===== src/rtl/iobus_pkg.sv =====
package iobus_pkg;
  typedef enum logic [1:0] {
    ST_IDLE = 2'd0,
    ST_ADDR = 2'd1,
    ST_DATA = 2'd2
  } busState_t;

  typedef struct packed {
    logic loadCmd;
    logic advance;
    logic finish;
  } ctrlStrobes_t;
endpackage


===== src/rtl/iobus_ctrl.sv =====
module iobus_ctrl
  import iobus_pkg::*;
(
  input  logic         clk,
  input  logic         rst,
  input  logic         cmdValid,
  input  logic         busReadyN,
  output logic         cmdReady,
  output logic         cycleBusy,
  output ctrlStrobes_t strobes
);
  busState_t state, stateNext;

  always_comb begin
    cmdReady        = (state == ST_IDLE) && !rst;
    strobes.loadCmd = cmdReady && cmdValid;
    strobes.advance = (state == ST_ADDR);
    strobes.finish  = (state == ST_DATA) && !busReadyN;
    cycleBusy       = (state != ST_IDLE);
  end

  always_comb begin
    stateNext = state;
    unique case (state)
      ST_IDLE: if (strobes.loadCmd) stateNext = ST_ADDR;
      ST_ADDR: stateNext = ST_DATA;
      ST_DATA: if (strobes.finish) stateNext = ST_IDLE;
      default: stateNext = ST_IDLE;
    endcase
  end

  always_ff @(posedge clk) begin
    if (rst) state <= ST_IDLE;
    else     state <= stateNext;
  end

  // ready only counts once the strobe clock is over
  assert_addr_phase_ignores_ready_R5: assert property (@(posedge clk) disable iff (rst)
    (state == ST_ADDR) |=> (state == ST_DATA));
endmodule


===== src/rtl/iobus_dpath.sv =====
module iobus_dpath
  import iobus_pkg::*;
#(
  parameter int ADDR_W = 29,
  parameter int DATA_W = 64,
  localparam int BE_W  = DATA_W / 8
) (
  input  logic              clk,
  input  logic              rst,
  input  ctrlStrobes_t      strobes,
  input  logic              cmdWrite,
  input  logic [ADDR_W-1:0] cmdAddr,
  input  logic [BE_W-1:0]   cmdByteEn,
  input  logic [DATA_W-1:0] cmdWrData,
  input  logic [DATA_W-1:0] busDataIn,
  output logic              busAddrStrobeN,
  output logic [ADDR_W-1:0] busAddr,
  output logic [BE_W-1:0]   busByteEnN,
  output logic              busWriteNotRead,
  output logic [DATA_W-1:0] busDataOut,
  output logic              busDataOe,
  output logic              rspDone,
  output logic [DATA_W-1:0] rspRdData
);
  logic [BE_W-1:0] laneEnN;

  for (genvar lane = 0; lane < BE_W; lane++) begin : g_lane
    assign laneEnN[lane] = ~cmdByteEn[lane];
  end

  always_ff @(posedge clk) begin
    if (rst) begin
      busAddrStrobeN  <= 1'b1;
      busAddr         <= '0;
      busByteEnN      <= '1;
      busWriteNotRead <= 1'b0;
      busDataOut      <= '0;
    end else begin
      busAddrStrobeN <= !strobes.loadCmd;
      if (strobes.loadCmd) begin
        busAddr         <= cmdAddr;
        busByteEnN      <= laneEnN;
        busWriteNotRead <= cmdWrite;
        busDataOut      <= cmdWrData;
      end
    end
  end

  always_ff @(posedge clk) begin
    if (rst) begin
      busDataOe <= 1'b0;
      rspDone   <= 1'b0;
      rspRdData <= '0;
    end else begin
      if (strobes.advance && busWriteNotRead) busDataOe <= 1'b1;
      else if (strobes.finish)                busDataOe <= 1'b0;
      rspDone <= strobes.finish;
      if (strobes.finish && !busWriteNotRead) rspRdData <= busDataIn;
    end
  end

  assert_ads_one_clock_R3: assert property (@(posedge clk) disable iff (rst)
    !busAddrStrobeN |=> busAddrStrobeN);

  assert_oe_only_write_R8: assert property (@(posedge clk) disable iff (rst)
    busDataOe |-> busWriteNotRead);

  assert_wdata_hold_R7: assert property (@(posedge clk) disable iff (rst)
    (busDataOe && $past(busDataOe)) |-> $stable(busDataOut));
endmodule


===== src/rtl/iobus_cycle_master.sv =====
module iobus_cycle_master
  import iobus_pkg::*;
#(
  parameter int ADDR_W = 29,
  parameter int DATA_W = 64,
  localparam int BE_W  = DATA_W / 8
) (
  input  logic              clk,
  input  logic              rst,
  input  logic              cmdValid,
  output logic              cmdReady,
  input  logic              cmdWrite,
  input  logic [ADDR_W-1:0] cmdAddr,
  input  logic [BE_W-1:0]   cmdByteEn,
  input  logic [DATA_W-1:0] cmdWrData,
  output logic              rspDone,
  output logic [DATA_W-1:0] rspRdData,
  output logic              busAddrStrobeN,
  output logic [ADDR_W-1:0] busAddr,
  output logic [BE_W-1:0]   busByteEnN,
  output logic              busWriteNotRead,
  output logic              busMemNotIo,
  output logic              busDataNotCode,
  input  logic              busReadyN,
  output logic [DATA_W-1:0] busDataOut,
  output logic              busDataOe,
  input  logic [DATA_W-1:0] busDataIn
);
  ctrlStrobes_t strobes;
  logic         cycleBusy;

  assign busMemNotIo    = 1'b0;
  assign busDataNotCode = 1'b1;

  iobus_ctrl u_ctrl (
    .clk       (clk),
    .rst       (rst),
    .cmdValid  (cmdValid),
    .busReadyN (busReadyN),
    .cmdReady  (cmdReady),
    .cycleBusy (cycleBusy),
    .strobes   (strobes)
  );

  iobus_dpath #(.ADDR_W(ADDR_W), .DATA_W(DATA_W)) u_dpath (
    .clk             (clk),
    .rst             (rst),
    .strobes         (strobes),
    .cmdWrite        (cmdWrite),
    .cmdAddr         (cmdAddr),
    .cmdByteEn       (cmdByteEn),
    .cmdWrData       (cmdWrData),
    .busDataIn       (busDataIn),
    .busAddrStrobeN  (busAddrStrobeN),
    .busAddr         (busAddr),
    .busByteEnN      (busByteEnN),
    .busWriteNotRead (busWriteNotRead),
    .busDataOut      (busDataOut),
    .busDataOe       (busDataOe),
    .rspDone         (rspDone),
    .rspRdData       (rspRdData)
  );

  assert_reset_blocks_R1: assert property (@(posedge clk)
    rst |-> !cmdReady);

  assert_addr_stable_R4: assert property (@(posedge clk) disable iff (rst)
    (cycleBusy && $past(cycleBusy)) |->
      ($stable(busAddr) && $stable(busByteEnN) && $stable(busWriteNotRead)));

  assert_no_instant_done_R5: assert property (@(posedge clk) disable iff (rst)
    !busAddrStrobeN |=> !rspDone);

  assert_busy_blocks_cmd_R6: assert property (@(posedge clk) disable iff (rst)
    cycleBusy |-> !cmdReady);

  assert_done_pulse_R10: assert property (@(posedge clk) disable iff (rst)
    rspDone |=> !rspDone);
endmodule


===== config.mk =====
export PLATFORM = sky130hd
export DESIGN_NAME = iobus_cycle_master
export DESIGN_NICKNAME = d
export VERILOG_FILES = /design/src/rtl/iobus_pkg.sv /design/src/rtl/iobus_ctrl.sv /design/src/rtl/iobus_dpath.sv /design/src/rtl/iobus_cycle_master.sv
export SDC_FILE = /design/constraint.sdc
export NUM_CORES = 1
export LEC_CHECK = 0
export BUFFER_PORTS_ARGS = -buffer_cell sky130_fd_sc_hd__buf_4
export CORE_AREA = 5 5 130 132
export DETAILED_ROUTE_END_ITERATION = 10
export DIE_AREA = 0 0 135 137
export GPL_TIMING_DRIVEN = 0
export PLACE_DENSITY = 0.8
export RECOVER_POWER = 25
export SLEW_MARGIN = 20
export SYNTH_ARGS = -nofsm -noshare
export SYNTH_HDL_FRONTEND = slang
export SYNTH_SLANG_ARGS = --single-unit

===== constraint.sdc =====
create_clock -name clk -period 2.7 [get_ports clk]
set_input_delay 0.135 -clock clk [delete_from_list [all_inputs] [get_ports clk]]
set_output_delay 0.135 -clock clk [all_outputs]
set_load 0.03 [all_outputs]

# Yosys cells after proc, flatten, opt, wreduce, memory -nomap -nowiden
# Index checks and enable logic that the tools add are counted.
[word_totals]
ff_bits = 171
out_inout_bits = 172
inputBits = 170
word_cells = 38
[op_classes]
n_reduce_logical = 12
mux = 5
n_bitwise = 8
eq_ne = 4
[ops]
columns = ["operator", "n"]
rows = [
  ["$not 1->1", 8],
  ["$pmux 2 s3", 1],
  ["$logic_and 1x1->1", 5],
  ["$logic_not 1->1", 4],
  ["$mux 2", 2],
  ["$ne 2x1->1 const B", 2],
  ["$eq 2x1->1 const B", 1],
  ["$eq 2x2->1 const B", 1],
  ["$logic_not 2->1", 1],
  ["$mux 1", 2],
  ["$reduce_and 2->1", 1],
  ["$reduce_bool 2->1", 1],
]

# Logic depth before layout (Yosys ltp)
# Gate-level depths: netlist of the first run.
[depth]
depth_word = 5
ltp_mapped = 6

# Modules after synthesis
# A second synthesis of the first run with hierarchy kept.
[unflattened]
hier_cells = 654
hier_area_um2 = 6820.3
[modules_own_cells]
columns = ["mod", "area_each_um2", "seq_area_each_um2", "cells_per_inst", "n_inst"]
rows = [
  ["iobus_dpath", 6691.4, 3383.2, 638, 1],
  ["iobus_ctrl", 106.4, 40.0, 12, 1],
  ["iobus_cycle_master", 22.5, 0.0, 4, 1],
]

# Least setup slack after synthesis of the first run
# OpenSTA, ideal clock, no wires.
[synth_timing]
kind = "register -> register"
startpoint = "register u_ctrl.state[1]"
endpoint = "register u_dpath.busAddr[17]"
required_time_ns = 2.579
stages_incl_launch_ff = 6
setup_ns = 0.121
path_buffers = 3
t_arrival_ns = 1.541
synth_period_minus_slack_ns = 1.662
path_slack_ns = 1.038
path_cell_list = "dfxtp_1 > or4b_1 > clkbuf_2 > buf_6 > buf_6 > mux2_4"
[synth_via]
elab_chain_len = 3
[synth_rtl]
columns = ["item", "line", "source"]
rows = [
  ["start, declared", "iobus_ctrl.sv:12", "busState_t state, stateNext;"],
  ["start signal, assigned", "iobus_ctrl.sv:34", "else state <= stateNext;"],
  ["$logic_not 2->1", "iobus_ctrl.sv:15", "cmdReady = (state == ST_IDLE) && !rst;"],
  ["$logic_and 1x1->1", "iobus_ctrl.sv:15", ""],
  ["$logic_and 1x1->1", "iobus_ctrl.sv:16", "strobes.loadCmd = cmdReady && cmdValid;"],
  ["end signal, assigned", "iobus_dpath.sv:41", "busAddr <= cmdAddr;"],
  ["end, declared", "iobus_dpath.sv:17", "output logic [ADDR_W-1:0] busAddr,"],
]
# No other way between the ends.
# A chain may end at the register's enable or synchronous reset.

# Worst setup path in the final report of the first run
[layout_timing]
startpoint = "input port rst"
endpoint = "output port cmdReady"
[layout_via]
elab_chain_len = 2
[layout_rtl]
columns = ["item", "line", "source"]
rows = [
  ["start, declared", "iobus_cycle_master.sv:9", "input logic rst,"],
  ["$logic_not 1->1", "iobus_ctrl.sv:15", ""],
  ["$logic_and 1x1->1", "iobus_ctrl.sv:15", ""],
  ["end, declared", "iobus_cycle_master.sv:11", "output logic cmdReady,"],
]
# No other way between the ends.

==> Implementation_results.wiki, run 1 <==
{| class="wikitable"
! Metric !! Value
|-
| Number of buffers inserted by port buffering || around 340
|-
| Global routing usage summed across all routing layers || 0.2659
|-
| DR vias/cell || about 4.7
|-
| Startpoint-to-endpoint class of the critical path || in2out
|-
| WP data arrival || ~2.0 ns
|-
| Number of instances in the synthesized netlist || roughly 630
|-
| Number of antenna violations at the first check in global routing || 2
|-
| First-pass GRT wire length || 38080 um
|-
| Post-route clock period utilization || 0.7801
|-
| Highest ir drop seen on vdd || a little under 0.4 mV
|-
| Number of buffers inserted to repair setup after CTS || 0
|-
| PostCTS Resize Cnt || 0
|-
| HPWL reported at the end of detailed placement || 16080 um
|-
| Depth of the most critical reg-to-reg path || 5
|-
| Critical path peak fanout || 10
|-
| Global placement routability congestion || about 0.73
|-
| Total negative slack || 0 ns
|-
| Power Density || 549.4 nW/um^2
|-
| Clock tree from TritonCTS || yes
|-
| Worst-margin pin slew || approximately 0.6 ns
|-
| Most common cell after layout, fill and taps aside || buf_4
|-
| Setup skew after layout || 0.009144 ns
|-
| Die span in x || ~140 um
|-
| Clock-pin transition on the worst setup and hold timing paths || about 0.070 ns
|-
| Number of max-slew violations in the final report || 0
|-
| Total of endpoints with negative setup slack in the final report || 0
|-
| Via count of the first global-routing pass || 7202
|-
| Antenna-violating nets left || 0
|-
| Switching power || 0.001794 W
|-
| Clock buffer count from CTS || 17
|-
| I/O pin total || approximately 340
|-
| Final critical delay including setup and external delays || ~2.1 ns
|-
| Share of total power consumed by net switching || 0.2756
|-
| Nets || roughly 1300
|-
| CTS Hold Bufs || roughly 160
|-
| Logic pwr share || 0.209
|-
| Root Buffer Master || clkbuf_16
|-
| Area Growth Syn to Fin || 65.68%
|-
| Post-Syn Area per Cell || ~11 um^2
|-
| Leakage power total || between 5 and 6 nW
|-
| Clock Latency Late Sink || ~0.43 ns
|-
| Netlist cell types || 21
|-
| Share of total power in sequential cells || 0.423
|-
| Number of fill cells || between 1000 and 1500
|-
| Combined area of all synthesized cells || just over 7000 um^2
|-
| Crit end category || output port
|-
| Total detailed-routing wirelength || 25440 um
|-
| Largest net degree at the start of global routing || 17
|-
| Startpoint type of the worst setup path || primary input
|-
| Commonest cells after routing, fill and taps aside || 256 x buf_4, 171 x dfxtp_1, 161 x dlygate4sd3_1, 129 x nand2b_1, 109 x clkbuf_1
|-
| Total core area || between 15000 and 20000 um^2
|-
| Syn. warnings || 0
|-
| Sequential-to-total area share from yosys stat || 0.4788
|-
| Number of hold-slack violations in the final timing report || 0
|-
| TritonCTS Sinks || about 170
|-
| Die outline area || 18500 um^2
|-
| Setup slack, reg-to-reg || ~0.86 ns
|-
| Longest Clk Path Bufs || 2
|-
| Internal Pwr Total || ~0.0047 W
|-
| Worst rel slew slack || 0.5923
|-
| Share of layout cells above drive strength 1 || 0.3469
|-
| H-tree levels || 4
|-
| Routed length per placed instance || approximately 18 um
|-
| Number of max-cap violations || 0
|-
| Count of vias placed by the detailed router || ~6500
|-
| Starting utilization of the core area || 0.4584
|-
| Status || completed
|-
| Drt initial violations || 232
|-
| Fmax || around 470 MHz
|-
| Post-synthesis sequential element count || around 170
|-
| Required time of the worst setup path || ~2.6 ns
|-
| Remaining routing DRC violations || 0
|-
| Remaining Overflow, GRT || 0
|-
| Utilization after layout || 0.7594
|-
| Die outline height || 137 um
|-
| Site row count || 46
|-
| Class of the tightest hold or removal check || in2reg
|-
| Setup repair after global routing missed its margin || false
|-
| Post-synth net total || ~800
|-
| Pre-antenna DRT Iters || 4
|-
| Cell depth of the worst hold path || 3
|-
| Clk network pwr share || 0.367
|}
state kept, by name, summed over array words and instances, names as in the netlist:
register,count
u_ctrl.state,2
u_dpath.busAddr,29
u_dpath.busAddrStrobeN,1
u_dpath.busByteEnN,8
u_dpath.busDataOe,1
u_dpath.busDataOut,64
u_dpath.busWriteNotRead,1
u_dpath.rspDone,1
u_dpath.rspRdData,64
critical path, stage by stage:
cell and delay [ns]:
buf_6 0.12, clkbuf_1 0.49, clkbuf_1 0.41, clkbuf_1 0.51, nor3_1 0.09, buf_4 0.20
power groups by stage:
| stage | clock network [W] | logic (W) | registers, W |
|---|---|---|---|
| after floorplan | 0 | 0.000401 | 0.00308 |
| after global placement | 0 | 0.00119 | 0.00280 |
| after detailed placement | 0 | 0.00121 | 0.00280 |
| after CTS | 0.00243 | 0.00140 | 0.00275 |
| after global routing | 0.00252 | 0.00143 | 0.00277 |
| final | 0.00239 | 0.00136 | 0.00275 |
cell usage after synthesis:
cell type  instances  area [um^2]
dfxtp_1          171         3423
nand2b_1         129        807.0
nor2b_1           94        588.1
mux2i_1           72        720.7
mux2_4            50        750.7
mux2_2            44        495.5
clkbuf_1          25        93.84
buf_2             12        60.06
nor2_1             8        30.03
buf_6              7        78.83
a21oi_1            2        10.01
buf_4              2        15.01
conb_1             2        7.510
inv_1              2        7.510
nor4b_1            2        17.52
a2111oi_0          1        8.760
clkbuf_2           1        5.000
nand3b_1           1        7.510
nor3_1             1        5.000
nor3b_1            1        7.510
or4b_1             1        10.01
per-stage QoR:
step	setup slack [ns]	power, W	hold WS [ns]	instances	cell area [um^2]
floorplan	1.038	0.003481	0.2143	628	7149
global placement	0.5696	0.003989	0.3133	1182	9957
detailed placement	0.5012	0.004005	0.3165	1182	9957
CTS	0.5154	0.006583	0.0008058	1375	12150
global route	0.3948	0.006722	0.0001028	1377	11840
finish	0.5938	0.006507	0.01644	1379	11850
logic make-up (layout without fill, tap and decap cells):
family | Yosys count | count (layout) | synth area share
and+or+nand+nor | 237 | 237 | 0.2060
AOI/OAI and AO/OA | 3 | 3 | 0.002625
other | 2 | 6 | 0.001050
buffers and inverters | 49 | 580 | 0.03640
DFF | 171 | 171 | 0.4788
muxes | 166 | 166 | 0.2751
routing by layer:
layer | up-vias | track usage | share of wire
met3 | 73 | 0.07978 | 0.076
met5 | - | 0 | 0
met4 | 0 | 0.1405 | 0.044
met2 | 295 | 0.4789 | 0.50
met1 | 3037 | 0.2796 | 0.38
li1 | 3090 | - | -
path summary, 6_finish.rpt:
kind                                       startpoint                endpoint
worst max-delay path                              rst                cmdReady
worst min-delay path                    busDataIn[43]   u_dpath.rspRdData[43]
worst max register to register        u_ctrl.state[1]  u_dpath.busDataOut[16]
worst min register to register  u_dpath.rspRdData[59]   u_dpath.rspRdData[59]
layout make-up:
class	count	area, um^2	area share
clock buffer	20	466.7	0.03940
inverter	2	7.507	0.0006338
clock inverter	12	115.1	0.009718
buffer	47	252.7	0.02134
antenna	4	10.01	0.0008450
timing repair buffer	499	3834	0.3237
multi-input combinational	408	3466	0.2926
tap	216	270.3	0.02282
sequential	171	3423	0.2890
Power figures use the tool's default switching activity.
==> run 2: changes to the inputs <==
--- a/config.mk
+++ b/config.mk
@@ -6,11 +6,11 @@
 export NUM_CORES = 1
 export LEC_CHECK = 0
 export BUFFER_PORTS_ARGS = -buffer_cell sky130_fd_sc_hd__buf_4
-export CORE_AREA = 5 5 130 132
+export CORE_MARGIN = 5
+export CORE_UTILIZATION = 42
 export DETAILED_ROUTE_END_ITERATION = 10
-export DIE_AREA = 0 0 135 137
 export GPL_TIMING_DRIVEN = 0
-export PLACE_DENSITY = 0.8
+export PLACE_DENSITY = 0.77
 export RECOVER_POWER = 25
 export SLEW_MARGIN = 20
 export SYNTH_ARGS = -nofsm -noshare
==> constraint.sdc (replaced) <==
create_clock -name clk -period 1.8 [get_ports clk]
set_input_delay 0.09 -clock clk [delete_from_list [all_inputs] [get_ports clk]]
set_output_delay 0.09 -clock clk [all_outputs]
set_load 0.03 [all_outputs]
==> Implementation_results.wiki, run 2 (synthesized netlist as in run 1, its figures left out) <==
{| class="wikitable"
! Metric !! Value
|-
| HPWL reported at the end of detailed placement || around 16000 um
|-
| Drt initial violations || about 230
|-
| Multi-input gate area || 3470 um^2
|-
| Number of max-cap violations || 0
|-
| Antenna-violating nets left || 0
|-
| Total of endpoints with negative setup slack in the final report || 0
|-
| Die outline height || between 100 and 150 um
|-
| Crit. path cell count || 5
|-
| Crit path launch || u_ctrl.state[1]
|-
| Area Growth Syn to Fin || 68.15%
|-
| Worst rel slew slack || 0.6069
|-
| Total detailed-routing wirelength || around 26000 um
|-
| Clock-pin transition on the worst setup and hold timing paths || roughly 0.070 ns
|-
| Crit-path leading delay family || simple AND/OR/NAND/NOR gates
|-
| Root Buffer Master || clkbuf_16
|-
| Routed length per placed instance || ~18 um
|-
| Required time of the worst setup path || ~2.1 ns
|-
| Number of buffers inserted by port buffering || 338
|-
| Share of layout cells above drive strength 1 || 0.3503
|-
| Number of max-slew violations in the final report || 0
|-
| Post-route clock period utilization || 0.9879
|-
| Crit end category || flip-flop
|-
| Number of hold-slack violations in the final timing report || 0
|-
| DR vias/cell || ~4.7
|-
| Setup skew after layout || 0.007647 ns
|-
| Depth of the most critical reg-to-reg path || 5
|-
| Pre-antenna DRT Iters || 4
|-
| Status || completed
|-
| Number of antenna violations at the first check in global routing || 1
|-
| Worst-margin pin slew || around 0.59 ns
|-
| Most common cell after layout, fill and taps aside || buf_4
|-
| Capture point of the critical path || u_dpath.busDataOut[7]
|-
| Remaining routing DRC violations || 0
|-
| Nets || approximately 1300
|-
| Highest ir drop seen on vdd || 0.6247 mV
|-
| Largest net degree at the start of global routing || 17
|-
| Pre-CTS setup slack || -0.3635 ns
|-
| Worst R2R Start || u_ctrl.state[1]
|-
| Largest stage delay on the critical path || between 0.5 and 0.6 ns
|-
| Count of buffer and inverter cells on the critical path || 3
|-
| Site row count || 47
|-
| Final critical delay including setup and external delays || roughly 1.8 ns
|-
| Number of fill cells || 1133
|-
| Leakage power total || around 5.3 nW
|-
| Longest Clk Path Bufs || 2
|-
| Clock buffer count from CTS || 17
|-
| TritonCTS Sinks || 171
|-
| Global routing usage summed across all routing layers || 0.2537
|-
| Die outline area || between 15000 and 20000 um^2
|-
| WP data arrival || roughly 2.1 ns
|-
| Class of the tightest hold or removal check || in2reg
|-
| Starting utilization of the core area || 0.4296
|-
| First-pass GRT wire length || about 40000 um
|-
| Power Density || 853.3 nW/um^2
|-
| I/O pin total || between 300 and 400
|-
| Commonest cells after routing, fill and taps aside || 259 x buf_4, 169 x dfxtp_1, 167 x dlygate4sd3_1, 129 x nand2b_1, 104 x clkbuf_1
|-
| Setup slack, reg-to-reg || 0.02 ns
|-
| Cell with the largest stage delay on the worst path || or4b_4
|-
| Global placement routability congestion || between 0.7 and 0.8
|-
| Critical register-to-register path endpoint || u_dpath.busDataOut[7]
|-
| Most common cell type on the critical path || buf_6
|-
| H-tree levels || 4
|-
| Startpoint type of the worst setup path || flip-flop
|-
| Total core area || roughly 17000 um^2
|-
| Total negative slack || 0 ns
|-
| Fmax || around 560 MHz
|-
| Largest registers || u_dpath.busDataOut: 64 flops, u_dpath.rspRdData: 64 flops, u_dpath.busAddr: 29 flops
|-
| Critical path peak fanout || 10
|-
| Minimum setup slack in the final design || ~0.022 ns
|-
| Remaining Overflow, GRT || 0
|-
| Count of vias placed by the detailed router || about 6500
|-
| Die span in x || 140.5 um
|-
| Flip-flop and latch area || 3428 um^2
|-
| Via count of the first global-routing pass || 7313
|-
| Clock tree from TritonCTS || yes
|-
| Clock Latency Late Sink || 0.42 ns
|-
| Number of buffers inserted to repair setup after CTS || 0
|-
| Startpoint-to-endpoint class of the critical path || reg2reg
|-
| Cells along the critical path || or4b_4, buf_6, buf_12, buf_6, mux2_4
|}
-- run 2: per-stage QoR --
step	cells	instance area, um^2	power (W)	utilization	hold WS (ns)
2_1_floorplan	628	7149	0.005221	-	0.1693
3_3_place_gp	1186	9962	0.005987	0.5986	0.2673
3_5_place_dp	1186	9962	0.006008	0.5986	0.2715
4_1_cts	1383	12270	0.01033	0.7374	0.2877
5_1_grt	1382	12020	0.01062	0.7222	0.3660
6_report	1383	12020	0.01026	0.7224	0.2850
-- run 2: cell type report --
cell class / instances / area share
Sequential cell: 171 / 0.2852
Timing Repair Buffer: 505 / 0.3248
Tap cell: 220 / 0.02290
Buffer: 46 / 0.02477
Clock inverter: 11 / 0.01603
Inverter: 2 / 0.0006245
Clock buffer: 19 / 0.03684
Multi-Input combinational cell: 408 / 0.2886
Antenna cell: 1 / 0.0002082
-- run 2: power by group --
group | total [W] | switching [W] | internal [W]
registers | 0.00413 | 0.000126 | 0.00401
clock network | 0.00403 | 0.00154 | 0.00249
logic | 0.00209 | 0.00102 | 0.00108
-- run 2: per-layer routing --
| metal | vias to the layer above | track usage | routed length (um) |
|---|---|---|---|
| met1 | 3045 | 0.2658 | 9387 |
| met4 | 0 | 0.1280 | 1127 |
| met2 | 259 | 0.4521 | 13150 |
| met3 | 74 | 0.08453 | 1858 |
| met5 | - | 0 | 0 |
| li1 | 3091 | - | - |
-- run 2: tightest hold or removal path: cells and delay by family --
family | cells | cell delay, ns
AND/OR/NAND/NOR | 1 | 0.10
buffers and inverters | 2 | 0.47
-- run 2: how the worst min path moves through the flow --
stage | slack [ns] | to | cells past startpoint | from
final | 0.29 | u_dpath.rspDone | 3 | rst
after global routing | 0.37 | u_dpath.busDataOut[6] | 4 | rst
after CTS | 0.29 | u_dpath.rspDone | 3 | rst
after detailed placement | 0.27 | u_dpath.busByteEnN[2] | 2 | cmdByteEn[2]
after global placement | 0.27 | u_dpath.busByteEnN[3] | 2 | cmdByteEn[3]
after floorplan | 0.17 | u_dpath.rspDone | 1 | busReadyN
-- run 2: timing repair --
action,4_1_cts,5_1_grt
endpoints found under the setup margin,1,112
cloned,0,0
resized for setup,2,19
endpoints found under the hold margin,168,0
hold buffers,167,0
==> run 3: changes to the inputs <==
--- a/config.mk
+++ b/config.mk
@@ -5,6 +5,7 @@
 export SDC_FILE = /design/constraint.sdc
 export NUM_CORES = 1
 export LEC_CHECK = 0
+export ABC_AREA = 1
 export BUFFER_PORTS_ARGS = -buffer_cell sky130_fd_sc_hd__buf_4
 export CORE_MARGIN = 5
 export CORE_UTILIZATION = 42
==> Implementation_results.wiki, run 3 <==
{| class="wikitable"
! Metric !! Value
|-
| Status || completed
|-
| Number of antenna violations at the first check in global routing || 1
|-
| Clock Latency Late Sink || between 0.4 and 0.5 ns
|-
| Most common cell in the synthesized netlist || nor2_1
|-
| Total core area || between 15000 and 20000 um^2
|-
| Post-synthesis sequential element count || ~170
|-
| First-pass GRT wire length || ~43000 um
|-
| Most common cell after layout, fill and taps aside || nor2_1
|-
| Logic pwr share || 0.219
|-
| Area Growth Syn to Fin || 62.51%
|-
| Critical register-to-register path endpoint || u_dpath.busDataOut[25]
|-
| Worst R2R Start || u_ctrl.state[1]
|-
| Longest Clk Path Bufs || 2
|-
| Post-synth ARST share || 0
|-
| Clock tree from TritonCTS || yes
|-
| Sequential-to-total area share from yosys stat || 0.4803
|-
| Number of buffers inserted to repair setup after CTS || 0
|-
| Highest ir drop seen on vdd || about 0.67 mV
|-
| Via count of the first global-routing pass || between 8000 and 9000
|-
| Worst rel slew slack || 0.6354
|-
| Depth of the most critical reg-to-reg path || 6
|-
| Post-route clock period utilization || 0.8987
|-
| Count of vias placed by the detailed router || 8563
|-
| Combined area of all synthesized cells || 7128 um^2
|-
| Most instantiated cells after synthesis || 318 x nor2_1, 263 x nand2_1, 171 x dfxtp_1, 171 x inv_1, 72 x nand4_1
|-
| Share of total power in sequential cells || 0.423
|-
| Setup slack, reg-to-reg || ~0.18 ns
|-
| Number of max-cap violations || 0
|-
| Share of total power consumed by net switching || 0.3048
|-
| Nets || between 1500 and 2000
|-
| Clock buffer count from CTS || 17
|-
| Starting utilization of the core area || 0.4283
|-
| Syn. warnings || 0
|-
| Final critical delay including setup and external delays || between 1.5 and 2 ns
|-
| Die outline area || roughly 20000 um^2
|-
| Remaining Overflow, GRT || 0
|-
| Count of flip-flops with a built-in enable after synthesis || 0
|-
| Critical path peak fanout || 10
|-
| Setup repair after global routing missed its margin || false
|-
| HPWL reported at the end of detailed placement || between 15000 and 20000 um
|-
| Die outline height || roughly 140 um
|-
| Startpoint-to-endpoint class of the critical path || reg2reg
|-
| Total detailed-routing wirelength || about 28000 um
|-
| I/O pin total || approximately 340
|-
| DR vias/cell || ~4.7
|-
| WP data arrival || just under 2 ns
|-
| Pre-antenna DRT Iters || 5
|-
| Class of the tightest hold or removal check || in2reg
|-
| Crit end category || flip-flop
|-
| Clk network pwr share || 0.358
|-
| H-tree levels || 4
|-
| Cell depth of the worst hold path || 5
|-
| Top area cells in the synthesized netlist || dfxtp_1 48%, nor2_1 17%, nand2_1 14%, inv_1 9.0%, nand4_1 6.3%
|-
| TritonCTS Sinks || roughly 170
|-
| Root Buffer Master || clkbuf_16
|-
| Post-synth net total || approximately 1300
|-
| Total negative slack || 0 ns
|-
| Leakage power total || about 6.0 nW
|-
| Setup skew after layout || around 0.012 ns
|-
| Die span in x || between 100 and 150 um
|-
| Global routing usage summed across all routing layers || 0.2707
|-
| Top-area cell type share of the netlist area || 0.4803
|-
| Clock-pin transition on the worst setup and hold timing paths || about 0.070 ns
|-
| Prevailing post-synth register cell || dfxtp_1
|-
| Netlist cell types || 16
|-
| Fmax || around 600 MHz
|-
| Largest net degree at the start of global routing || 17
|-
| Startpoint type of the worst setup path || flip-flop
|-
| Remaining routing DRC violations || 0
|-
| Required time of the worst setup path || between 2 and 2.5 ns
|-
| Switching power || between 0.002 and 0.003 W
|-
| Drt initial violations || roughly 380
|-
| Number of hold-slack violations in the final timing report || 0
|-
| PnR Total Power || 0.009764 W
|-
| Largest registers || u_dpath.busDataOut: 64 flops, u_dpath.rspRdData: 64 flops, u_dpath.busAddr: 29 flops
|-
| Antenna-violating nets left || 0
|-
| Total of endpoints with negative setup slack in the final report || 0
|-
| Number of max-slew violations in the final report || 0
|-
| WHS Endpoint || u_dpath.rspRdData[51]
|-
| Post-Syn Area per Cell || around 6.6 um^2
|-
| Share of layout cells above drive strength 1 || 0.2023
|-
| Library cell with the largest summed area after synthesis || dfxtp_1
|-
| Number of buffers inserted by port buffering || ~340
|-
| Utilization after layout || 0.6960
|-
| Commonest cells after routing, fill and taps aside || 318 x nor2_1, 263 x nand2_1, 259 x buf_4, 171 x inv_1, 171 x dfxtp_1
|-
| Site row count || 47
|-
| Number of instances in the synthesized netlist || between 1000 and 1500
|-
| Worst-margin pin slew || 0.5469 ns
|-
| Routed length per placed instance || 15.30 um
|-
| Global placement routability congestion || slightly below 0.9
|-
| Internal Pwr Total || roughly 0.0068 W
|-
| Power Density || between 800 and 900 nW/um^2
|-
| Start point of the worst min-delay path || busDataIn[51]
|}
run 3: critical path, stage by stage (launching register included):
cell     delay [ns]
dfxtp_1        0.36
nor2_4         0.29
nand3_4        0.19
buf_4          0.23
buf_2          0.20
nor2_1         0.14
nor2_1         0.08
run 3: repair_timing:
action / 4_1_cts / 5_1_grt
endpoints found under the setup margin: 0 / 9
hold endpoints to repair: 140 / 0
hold buffers: 139 / 0
resized for setup: 0 / 3
run 3: worst max-delay path by stage:
| stage | depth (start not counted) | end | start |
|---|---|---|---|
| finish | 6 | u_dpath.busDataOut[25] | u_ctrl.state[1] |
| floorplan | 6 | u_dpath.rspRdData[54] | u_dpath.busWriteNotRead |
| detailed placement | 6 | u_dpath.busDataOut[17] | u_ctrl.state[0] |
| global placement | 6 | u_dpath.busDataOut[54] | u_ctrl.state[0] |
| global route | 7 | u_dpath.rspRdData[2] | rst |
| CTS | 6 | u_dpath.busDataOut[54] | u_ctrl.state[0] |
run 3: cell families (layout without fill, tap and decap cells):
family / after synthesis / after routing / synth area share
compound gates: 2 / 2 / 0.001404
buf+inv: 241 / 750 / 0.1359
flops: 171 / 171 / 0.4803
other cells: 2 / 3 / 0.001054
simple gates: 667 / 667 / 0.3814
run 3: area by class of cell:
type / instances / area, um^2
Fill cell: 1319 / 5059
Timing Repair Buffer: 477 / 3617
Sequential cell: 171 / 3423
Multi-Input combinational cell: 671 / 2744
Inverter: 171 / 641.9
Clock buffer: 19 / 432.9
Buffer: 70 / 327.8
Tap cell: 220 / 275.3
Clock inverter: 13 / 118.9
Antenna cell: 1 / 2.502
run 3: layer usage:
layer | track usage | part of all wire | vias to the layer above
met5 | 0 | 0 | -
met4 | 0.1239 | 0.044 | 0
met3 | 0.09680 | 0.10 | 84
met2 | 0.4766 | 0.49 | 402
met1 | 0.2897 | 0.36 | 3892
li1 | - | - | 4185
run 3: metrics by stage:
stage / area (um^2) / hold WS (ns) / cells / setup slack [ns]
floorplan: 7128 / 0.1591 / 1083 / 0.4853
CTS: 11880 / 0.0001590 / 1812 / 0.1428
finish: 11580 / 0.007103 / 1813 / 0.1824
detailed placement: 9941 / 0.3004 / 1641 / 0.1597
global route: 11580 / 0.02392 / 1813 / 0.01170
global placement: 9941 / 0.2918 / 1641 / 0.1933
run 3: power groups by stage:
stage / Clock (W) / Sequential (W) / Combinational, W
global placement: 0 / 0.00420 / 0.00190
global route: 0.00372 / 0.00415 / 0.00232
CTS: 0.00356 / 0.00413 / 0.00217
detailed placement: 0 / 0.00421 / 0.00191
finish: 0.00349 / 0.00413 / 0.00214
floorplan: 0 / 0.00462 / 0.000645
